===== src/rtl/audio_ring_pkg.sv =====
package audio_ring_pkg;
  localparam int unsigned STAT_W   = 5;
  localparam int unsigned CTRL_W   = 5;
  localparam int unsigned REG_W    = 32;
  localparam int unsigned BASE_LSB = 3;

  // status bit positions
  localparam int unsigned ST_HALT  = 0;
  localparam int unsigned ST_CELV  = 1;
  localparam int unsigned ST_LVBC  = 2;
  localparam int unsigned ST_BCMP  = 3;
  localparam int unsigned ST_FERR  = 4;

  // control bit positions
  localparam int unsigned CT_RUN   = 0;
  localparam int unsigned CT_RST   = 1;
  localparam int unsigned CT_FEN   = 2;
  localparam int unsigned CT_LVEN  = 3;
  localparam int unsigned CT_BCEN  = 4;

  typedef enum logic [1:0] {
    DW_BASE  = 2'd0,
    DW_INDEX = 2'd1,
    DW_COUNT = 2'd2,
    DW_NONE  = 2'd3
  } dword_sel_e;
endpackage


===== src/rtl/arc_base_reg.sv =====
module arc_base_reg
  import audio_ring_pkg::*;
(
  input  logic             clk_i,
  input  logic             rst_ni,
  input  logic             wr_i,
  input  logic [3:0]       be_i,
  input  logic [REG_W-1:0] wdata_i,
  input  logic             clr_i,
  output logic [REG_W-1:0] base_o
);
  localparam int unsigned LANES = REG_W / 8;

  logic [REG_W-1:0] base_q;
  logic [REG_W-1:0] base_d;
  logic             base_en;

  for (genvar g = 0; g < LANES; g++) begin : g_lane
    assign base_d[g*8 +: 8] = clr_i              ? 8'h00 :
                              (wr_i && be_i[g])  ? wdata_i[g*8 +: 8] :
                                                   base_q[g*8 +: 8];
  end

  assign base_en = clr_i | (wr_i & (|be_i));

  always_ff @(posedge clk_i or negedge rst_ni) begin
    if (!rst_ni) begin
      base_q <= '0;
    end else if (base_en) begin
      base_q <= {base_d[REG_W-1:BASE_LSB], {BASE_LSB{1'b0}}};
    end
  end

  assign base_o = base_q;
endmodule


===== src/rtl/arc_irq_eval.sv =====
module arc_irq_eval (
  input  logic       clk_i,
  input  logic       rst_ni,
  input  logic [2:0] int_old_i,  // {fifo err, buffer cmp, last-valid cmp}
  input  logic [2:0] int_new_i,
  input  logic       lv_en_i,
  input  logic       bc_en_i,
  output logic       irq_o
);
  logic irq_q;
  logic irq_d;
  logic eval_en;

  assign eval_en = (int_old_i != int_new_i);

  always_comb begin
    irq_d = irq_q;
    if (eval_en) begin
      irq_d = (int_new_i[0] & lv_en_i) | (int_new_i[1] & bc_en_i);
    end
  end

  always_ff @(posedge clk_i or negedge rst_ni) begin
    if (!rst_ni) begin
      irq_q <= 1'b0;
    end else if (eval_en) begin
      irq_q <= irq_d;
    end
  end

  assign irq_o = irq_q;
endmodule


===== src/rtl/arc_rd_mux.sv =====
module arc_rd_mux
  import audio_ring_pkg::*;
#(
  parameter int unsigned IDX_W = 5,
  parameter int unsigned LEN_W = 16
) (
  input  logic [1:0]       addr_i,
  input  logic [REG_W-1:0] base_i,
  input  logic [IDX_W-1:0] civ_i,
  input  logic [IDX_W-1:0] lvi_i,
  input  logic [IDX_W-1:0] piv_i,
  input  logic [STAT_W-1:0] st_i,
  input  logic [CTRL_W-1:0] ctl_i,
  input  logic [LEN_W-1:0] cnt_i,
  output logic [REG_W-1:0] rdata_o
);
  always_comb begin
    rdata_o = '0;
    unique case (dword_sel_e'(addr_i))
      DW_BASE:  rdata_o = base_i;
      DW_INDEX: rdata_o = {16'(st_i), 8'(lvi_i), 8'(civ_i)};
      DW_COUNT: rdata_o = {8'(ctl_i), 8'(piv_i), 16'(cnt_i)};
      DW_NONE:  rdata_o = '0;
      default:  rdata_o = '0;
    endcase
  end
endmodule


===== src/rtl/audio_ring_ctrl.sv =====
module audio_ring_ctrl
  import audio_ring_pkg::*;
#(
  parameter int unsigned RING_DEPTH = 32,  // power of two
  parameter int unsigned LEN_W      = 16
) (
  input  logic             clk_i,
  input  logic             rst_ni,
  input  logic             reg_wr_i,
  input  logic [1:0]       reg_addr_i,
  input  logic [3:0]       reg_be_i,
  input  logic [REG_W-1:0] reg_wdata_i,
  output logic [REG_W-1:0] reg_rdata_o,
  input  logic             done_i,
  input  logic             done_ioc_i,
  input  logic [LEN_W-1:0] done_len_i,
  output logic             run_o,
  output logic             irq_o
);
  localparam int unsigned IDX_W = $clog2(RING_DEPTH);
  localparam logic [STAT_W-1:0] ST_RESET = STAT_W'(1) << ST_HALT;

  logic [IDX_W-1:0]  civ_q, civ_d, lvi_q, lvi_d, piv_w;
  logic [STAT_W-1:0] st_q, st_d;
  logic [CTRL_W-1:0] ctl_q, ctl_d;
  logic [LEN_W-1:0]  cnt_q, cnt_d;
  logic [REG_W-1:0]  base_w;
  logic              wr_base, wr_idx, wr_ctl, regs_clr, state_en;

  assign wr_base  = reg_wr_i && (reg_addr_i == DW_BASE);
  assign wr_idx   = reg_wr_i && (reg_addr_i == DW_INDEX);
  assign wr_ctl   = reg_wr_i && (reg_addr_i == DW_COUNT) && reg_be_i[3];
  assign regs_clr = wr_ctl && reg_wdata_i[24 + CT_RST];
  assign state_en = done_i | reg_wr_i;

  // next state: completion first, then the register write on top
  always_comb begin
    civ_d = civ_q;
    lvi_d = lvi_q;
    st_d  = st_q;
    ctl_d = ctl_q;
    cnt_d = cnt_q;

    if (done_i && !st_q[ST_HALT]) begin
      st_d[ST_CELV] = 1'b0;
      if (done_ioc_i) st_d[ST_BCMP] = 1'b1;
      if (civ_q == lvi_q) begin
        st_d[ST_HALT] = 1'b1;
        st_d[ST_CELV] = 1'b1;
        st_d[ST_LVBC] = 1'b1;
      end else begin
        civ_d = civ_q + IDX_W'(1);
      end
      cnt_d = done_len_i;
    end

    if (wr_idx) begin
      if (reg_be_i[1]) begin
        lvi_d = reg_wdata_i[8 +: IDX_W];
        if (ctl_q[CT_RUN] && st_d[ST_HALT] && (civ_d != lvi_d)) begin
          st_d[ST_HALT] = 1'b0;
          st_d[ST_CELV] = 1'b0;
        end
      end
      if (reg_be_i[2]) begin
        for (int b = ST_LVBC; b <= ST_FERR; b++) begin
          if (reg_wdata_i[16 + b]) st_d[b] = 1'b0;
        end
      end
    end

    if (wr_ctl) begin
      if (regs_clr) begin
        civ_d = '0;
        lvi_d = '0;
        st_d  = ST_RESET;
        ctl_d = '0;
        cnt_d = '0;
      end else begin
        if (!reg_wdata_i[24 + CT_RUN]) begin
          st_d[ST_HALT] = 1'b1;
        end else if (!ctl_q[CT_RUN]) begin
          civ_d = '0;
          st_d[ST_HALT] = 1'b0;
        end
        ctl_d = reg_wdata_i[24 +: CTRL_W];
        ctl_d[CT_RST] = 1'b0;
      end
    end
  end

  always_ff @(posedge clk_i or negedge rst_ni) begin
    if (!rst_ni) begin
      civ_q <= '0;
      lvi_q <= '0;
      st_q  <= ST_RESET;
      ctl_q <= '0;
      cnt_q <= '0;
    end else if (state_en) begin
      civ_q <= civ_d;
      lvi_q <= lvi_d;
      st_q  <= st_d;
      ctl_q <= ctl_d;
      cnt_q <= cnt_d;
    end
  end

  assign piv_w = civ_q + IDX_W'(1);
  assign run_o = ctl_q[CT_RUN];

  arc_base_reg u_base (
    .clk_i   (clk_i),
    .rst_ni  (rst_ni),
    .wr_i    (wr_base),
    .be_i    (reg_be_i),
    .wdata_i (reg_wdata_i),
    .clr_i   (regs_clr),
    .base_o  (base_w)
  );

  arc_irq_eval u_irq (
    .clk_i     (clk_i),
    .rst_ni    (rst_ni),
    .int_old_i (st_q[ST_FERR:ST_LVBC]),
    .int_new_i (st_d[ST_FERR:ST_LVBC]),
    .lv_en_i   (ctl_d[CT_LVEN]),
    .bc_en_i   (ctl_d[CT_BCEN]),
    .irq_o     (irq_o)
  );

  arc_rd_mux #(.IDX_W(IDX_W), .LEN_W(LEN_W)) u_rd (
    .addr_i  (reg_addr_i),
    .base_i  (base_w),
    .civ_i   (civ_q),
    .lvi_i   (lvi_q),
    .piv_i   (piv_w),
    .st_i    (st_q),
    .ctl_i   (ctl_q),
    .cnt_i   (cnt_q),
    .rdata_o (reg_rdata_o)
  );
endmodule


===== config.mk =====
export PLATFORM = sky130hd
export DESIGN_NAME = audio_ring_ctrl
export DESIGN_NICKNAME = d
export VERILOG_FILES = /design/src/rtl/audio_ring_pkg.sv /design/src/rtl/arc_base_reg.sv /design/src/rtl/arc_irq_eval.sv /design/src/rtl/arc_rd_mux.sv /design/src/rtl/audio_ring_ctrl.sv
export SDC_FILE = /design/constraint.sdc
export NUM_CORES = 1
export LEC_CHECK = 0
export BUFFER_PORTS_ARGS = -buffer_cell sky130_fd_sc_hd__buf_4
export CORE_UTILIZATION = 25
export DETAILED_ROUTE_END_ITERATION = 16
export GPL_ROUTABILITY_DRIVEN = 0
export GPL_TIMING_DRIVEN = 0
export SLEW_MARGIN = 20
export SYNTH_ARGS = -nofsm -noshare
export SYNTH_HDL_FRONTEND = slang
export SYNTH_SLANG_ARGS = --single-unit

===== constraint.sdc =====
create_clock -name clk_i -period 3.17 [get_ports clk_i]
set_input_delay 0.4755 -clock clk_i [delete_from_list [all_inputs] [get_ports clk_i]]
set_output_delay 0.4755 -clock clk_i [all_outputs]
set_load 0.02 [all_outputs]

==> metrics, run 1 <==
Mapped Cells=400; total track usage=15.9%; Clock transition at path regs=0.06 ns; Worst Reg-to-Reg Cells=6; Async S/R FF share, synth=100%; most frequent cell after synthesis=nand2_1; Synth Flop Type=dfrtp_1; Remaining DRCs=0; Post-Synthesis Net Count=460; Flop pwr share=37.5%; Cells after DPL=665; Pre-antenna DRT Iters=5; busiest grt layer=met2; switch share=33.7%; sequential element share of the synthesized area=46.9%; critical-path cell list=buf_4 > clkbuf_1 > clkbuf_1 > nand3b_1 > o21ai_0 > buf_4; Buf+Inv Stages, Crit Path=4; CP arrival=2.31 ns; P_int=2.16 mW; CP startpoint kind=input pin; DIE WIDTH=120 µm; Final Hold Fails=0; die height=120 µm; combinational power share=32.5%; maximum vdd drop=0.265 mV; met1 Use GR=21.0%; synth top area cells=dfrtp_1, nand2_1, mux2i_1; Root Driver=clkbuf_16; GRT met3 Usage=4.42%; post-synthesis cell type count=44; via density per instance=4.75; cts repair resizes=0; Leakage Power=2.17 nW; share of the synthesized area in the top cell type=46.1%; initial antenna violation count=0; Post-synth EDFFs=0; outcome=finished, final reports clean; Worst slew margin=41.7%; Port Buffers=89; vias in the first global route=3,304; synthesis warning total=0; Reg-to-Reg Start=st_q[0]; Clk Latency, worst-skew pair=0.32 ns; Layout Cells excl Fill=680; WS Path Type=input pin to primary output; Avg WL per Cell=16.1 µm; met2 Track Usage GR=26.0%; Max Fclk=0.359 GHz; cell taking the most area after synthesis=dfrtp_1; layout net count=559; DR vias=3,230; RSZ-0062 raised after global routing=false; clock tree sinks=65; first-pass GRT wire length=17,400 µm; post-detailed-placement half-perimeter wirelength=8330 µm; 1st-iter DRT viols=291; CP max FO=10; Post-synth top cells=nand2_1, dfrtp_1, a21oi_1; final wirelength=10,900 µm; Layout Skew=0.00706 ns; share of cells above drive strength 1=21.2%; Rows=42; mapped cell area=3470 µm²; register area=1630 µm²; CTS tree=done; Starting Density=25.9%; #FFs+latches synth=65; cell family with most CP delay=buffers and inverters; clock network fraction of total power=30.0%; slowest CP cell=clkbuf_1; TritonCTS Buffers=9; htree depth=3; Placeable Area=13,400 µm²; Total Neg Setup Slack=0 ns; Pins Over Slew Limit=0; Area growth syn-to-layout=33.9%; Req. time, crit path=2.69 ns; Die ar.=14,400 µm²; ant diodes=0; reg2reg setup slack=1.02 ns; RR Endpoint=u_irq.irq_o; FILL cells=1,387; CP endpoint kind=primary output; worst min path class=input pin to async pin; reported max-cap violation count=0; PwrDens=700 nW/µm²; aggregate global routing overflow=0; antenna viol nets, final=0; final worst path period share=87.9%; Least-Margin Pin Slew=0.867 ns; synthesized area per cell=8.68 µm²; clock buffer depth=2; Top-Level Pins=93; largest net degree at the start of global routing=66; area occupied by multi-input gates=1730 µm²; Tmin final=2.79 ns; Sw Pwr=1.10 mW; Final setup viols=0; Worst path max stage delay=0.67 ns
cell type report:
class,instances,area share (%)
plain buffers,26,2.13
clock buffers,13,5.39
clock inverters,3,0.862
inverters,4,0.323
multi-input cells,304,37.1
flip-flops and latches,65,35.0
well taps,176,4.74
repair buffers,89,14.4
per-layer routing:
layer  wire (µm)  vias to the layer above  share of wire (%)
met5           0                        -                  0
met4          88                        0               0.80
met3         665                        7                6.1
met2        5210                      105                 48
met1        4980                     1555                 46
li1            -                     1563                  -
kinds of logic (layout without fill, tap and decap cells):
group,Yosys count,count (layout),synth area share (%)
buffers and inverters,31,135,3.39
and+or+nand+nor,171,171,21.8
xor gates and xnor gates,13,13,3.28
adders and majority gates,1,1,0.360
muxes,33,33,9.55
AOI/OAI and AO/OA,86,86,14.7
DFF,65,65,46.9
flip-flops by register name (all words and copies together), names as in the netlist:
name           count
u_irq.irq_o        1
ctl_q              4
lvi_q              5
st_q               5
u_base.base_o     29
cnt_q             16
civ_q              5
power by group through the flow:
stage | Clock, mW | Sequential (mW) | Combinational (mW)
after detailed placement | 0 | 1.23 | 1.06
after global routing | 1.03 | 1.25 | 1.17
after global placement | 0 | 1.22 | 1.03
after floorplan | 0 | 1.19 | 0.684
final | 0.975 | 1.22 | 1.06
after CTS | 0.997 | 1.22 | 1.06
metrics by stage:
stage	utilization, %	area [µm²]	hold slack [ns]	setup WS, ns	power [mW]
floorplan	-	3470	0.180	0.862	1.88
global placement	32.5	4360	0.470	0.201	2.25
detailed placement	32.5	4360	0.482	0.209	2.29
CTS	34.7	4650	0.291	0.208	3.28
global route	34.7	4650	0.322	0.272	3.45
finish	34.7	4650	0.246	0.383	3.25
cell usage in the layout, fill, tap and decap left out, types with 3 or more instances in the layout:
cell / count
nand2_1: 100
nor3_1: 5
dfrtp_1: 64
o21ai_0: 18
o22a_1: 3
xor2_1: 6
mux2i_1: 32
nor2_1: 27
o22ai_1: 3
inv_1: 4
a21oi_1: 42
nor2b_1: 5
and2_1: 9
buf_4: 89
clkbuf_1: 27
a22o_1: 6
xnor2_1: 7
and3_1: 5
nand3_1: 8
clkbuf_16: 9
timing repair:
item | CTS | global route
hold buffers | 0 | 0
endpoints found under the setup margin | 0 | 7
buffers inserted | 0 | 0
how the worst max path moves through the flow:
stage | start | to | slack, ns | cells after the start
4_1_cts | reg_addr_i[0] | reg_rdata_o[5] | 0.21 | 6
6_report | reg_addr_i[1] | reg_rdata_o[18] | 0.38 | 6
5_1_grt | reg_addr_i[1] | reg_rdata_o[26] | 0.27 | 6
3_5_place_dp | reg_addr_i[0] | reg_rdata_o[5] | 0.21 | 6
3_3_place_gp | reg_addr_i[0] | reg_rdata_o[28] | 0.20 | 6
2_1_floorplan | reg_addr_i[0] | reg_rdata_o[3] | 0.86 | 4
(Power assumes the default switching activity.)
==> run 2, diff against run 1 <==
Settings changed: SYNTH_HIERARCHICAL set to 1.
==> run 2 against run 1 <==
  * Via count increased by 14%
  * Fmax increased by 8.5%
  * Clock skew decreased by 0.0023 ns
  * Cell area increased by 15%
  * Highest routed layer unchanged
  * Critical endpoint is now u_irq/irq_o
  * Utilization decreased by 1.2 points
  * Non-clock buffer count increased by 16
==> metrics, run 2 <==
slowest CP cell=or4_4; Reg-to-Reg Start=civ_q[2]; Rows=46 (+9.5%); Top-Level Pins=93 (unchanged); maximum vdd drop=0.249 mV (-6.1%); Layout Skew=0.00481 ns (-0.00225 ns); Layout Utilization=33.5% (-1.2 points); TritonCTS Buffers=9 (unchanged); Final setup viols=0 (unchanged); Die ar.=17,100 µm² (+19%); mapped cell area=4130 µm² (+19%); cts repair resizes=0 (unchanged); leading cell types in the layout, fill and taps excluded=buf_4, dfrtp_1, a21oi_1; final wirelength=12,900 µm (+18%); Root Driver=clkbuf_16; clock buffer depth=2 (unchanged); Clk Latency, worst-skew pair=0.33 ns (about the same); Synth Flop Type=dfrtp_1; synth top area cells=dfrtp_1, mux2i_1, a21bo_2; CP arrival=2.79 ns (+0.48 ns); Post-synth top cells=dfrtp_1, a21oi_1, nand2_1; Worst Reg-to-Reg Cells=9 (+3); Post-synth EDFFs=0 (unchanged); reported max-cap violation count=0 (unchanged); share of the synthesized area in the top cell type=38.7% (-7.4 points); Async S/R FF share, synth=100% (unchanged); CTS tree=done; die height=131 µm (+9.0%); reg2reg setup slack=0.60 ns (-0.42 ns); final worst path period share=81.0% (-6.9 points); hold_buf cts=0 (unchanged); Final Hold Fails=0 (unchanged); Port Buffers=87 (-2.2%); most common cell after layout, fill and taps aside=buf_4; CP endpoint kind=register; Starting Density=25.8% (-0.064 points); Clock transition at path regs=0.06 ns (about the same); Tmin final=2.57 ns (-0.219 ns); worst min path class=input pin to async pin; cell family with most CP delay=simple AND/OR/NAND/NOR gates; Total Neg Setup Slack=0 ns (unchanged); FILL cells=1,697 (+22%); Least-Margin Pin Slew=0.865 ns (-0.00286 ns); DIE WIDTH=131 µm (+9.0%); initial antenna violation count=0 (unchanged); most frequent cell after synthesis=dfrtp_1; placed cell area=5060 µm² (+16%); RSZ-0062 raised after global routing=false; synthesis warning total=6 (+6); Tot Pwr=3.20 mW (-1.7%); Req. time, crit path=3.39 ns (+0.70 ns); first-pass GRT wire length=20,300 µm (+16%); CP startpoint kind=register; Layout Cells excl Fill=756 (+11%); clock tree sinks=65 (unchanged); max reg flops=29 (unchanged); total track usage=15.9% (-0.029 points); sequential element share of the synthesized area=39.4% (-7.5 points); Pre-antenna DRT Iters=4 (-1); share of cells above drive strength 1=35.0% (+14 points); Placeable Area=16,000 µm² (+19%); #FFs+latches synth=65 (unchanged); Design Area, Final=5360 µm² (+15%); Leakage Power=2.49 nW (+15%); vias in the first global route=3,751 (+14%); PwrDens=596 nW/µm² (-15%); Post-CTS Repair Setup Buffers=0 (unchanged); post-detailed-placement half-perimeter wirelength=9750 µm (+17%); synthesized area per cell=9.50 µm² (+9.5%); outcome=finished, final reports clean; RR Endpoint=u_irq/irq_o; post-synthesis cell type count=56 (+27%); Buf+Inv Stages, Crit Path=1 (-3); Mapped Cells=435 (+8.8%); critical-path cell list=buf_6 > xor2_1 > or4_4 > nor2_4 > a21oi_1 > a211oi_1 > xnor2_1 > a31oi_1 > a41o_1; ant diodes=0 (unchanged); cell taking the most area after synthesis=dfrtp_1; Worst path max stage delay=0.60 ns (-0.07 ns); Worst slew margin=42.4% (+0.64 points); Pins Over Slew Limit=0 (unchanged); DR vias=3,697 (+14%); htree depth=3 (unchanged); Area growth syn-to-layout=29.7%; antenna viol nets, final=0 (unchanged); Cells after DPL=740 (+11%); largest net degree at the start of global routing=66 (unchanged); aggregate global routing overflow=0 (unchanged); Remaining DRCs=0 (unchanged); Max Fclk=0.389 GHz (+8.5%); layout net count=595 (+6.4%); CP max FO=7 (-3); via density per instance=4.89 (+3.0%); Avg WL per Cell=17.1 µm (+6.2%); 1st-iter DRT viols=255 (-12%); WS Path Type=register to register
-- run 2: per-layer routing --
metal / part of all wire, % / wire length, µm / GRT usage (%) / vias to the layer above
met4: 2.1 / 276 / 5.75 / 0
met2: 45 / 5780 / 24.0 / 134
met1: 46 / 5970 / 21.8 / 1800
met5: 0 / 0 / 0 / -
met3: 7.0 / 905 / 4.11 / 17
li1: - / - / - / 1746
-- run 2: cells by family after synthesis --
| family | synth area share (%) |
|---|---|
| muxes | 7.78 |
| xor gates and xnor gates | 4.24 |
| and+or+nand+nor | 15.5 |
| adders and majority gates | 0.303 |
| DFF | 39.4 |
| AOI/OAI and AO/OA | 24.7 |
| buffers and inverters | 7.93 |
| other | 0.182 |
-- run 2: worst max path at each step --
stage,startpoint,to,slack (ns),cells after the start
2_1_floorplan,civ_q[2],u_irq/irq_o,0.83,9
3_3_place_gp,reg_wr_i,u_base/base_o[3],0.40,9
3_5_place_dp,reg_wr_i,u_base/base_o[6],0.36,9
4_1_cts,civ_q[2],u_irq/irq_o,0.62,9
5_1_grt,civ_q[2],u_irq/irq_o,0.45,9
6_report,civ_q[2],u_irq/irq_o,0.60,9
-- run 2: worst reg2reg max path, stage by stage, from the launching register on --
cell	delay, ns
dfrtp_1	0.40
buf_6	0.15
xor2_1	0.19
or4_4	0.60
nor2_4	0.17
a21oi_1	0.11
a211oi_1	0.34
xnor2_1	0.19
a31oi_1	0.11
a41o_1	0.21
-- run 2: metrics by stage --
step           worst slack, ns  hold slack [ns]
2_1_floorplan            0.835            0.180
3_3_place_gp             0.404            0.462
3_5_place_dp             0.362            0.478
4_1_cts                  0.617            0.291
5_1_grt                  0.445            0.325
6_report                 0.602            0.256
-- run 2: where the power goes --
| part | leakage [nW] | switching, mW | total [mW] | internal, mW |
|---|---|---|---|---|
| clock network | 0.142 | 0.370 | 0.997 | 0.627 |
| registers | 0.842 | 0.150 | 1.19 | 1.04 |
| logic | 1.51 | 0.536 | 1.01 | 0.476 |
-- run 2: layout make-up --
class	instances	area, µm²	share of cell area [%]
Clock buffer	11	243	4.53
Inverter	4	15.0	0.280
Clock inverter	5	55.1	1.03
Timing Repair Buffer	87	653	12.2
Multi-Input combinational cell	324	2190	40.8
Buffer	44	313	5.83
Sequential cell	65	1630	30.4
Tap cell	216	270	5.04
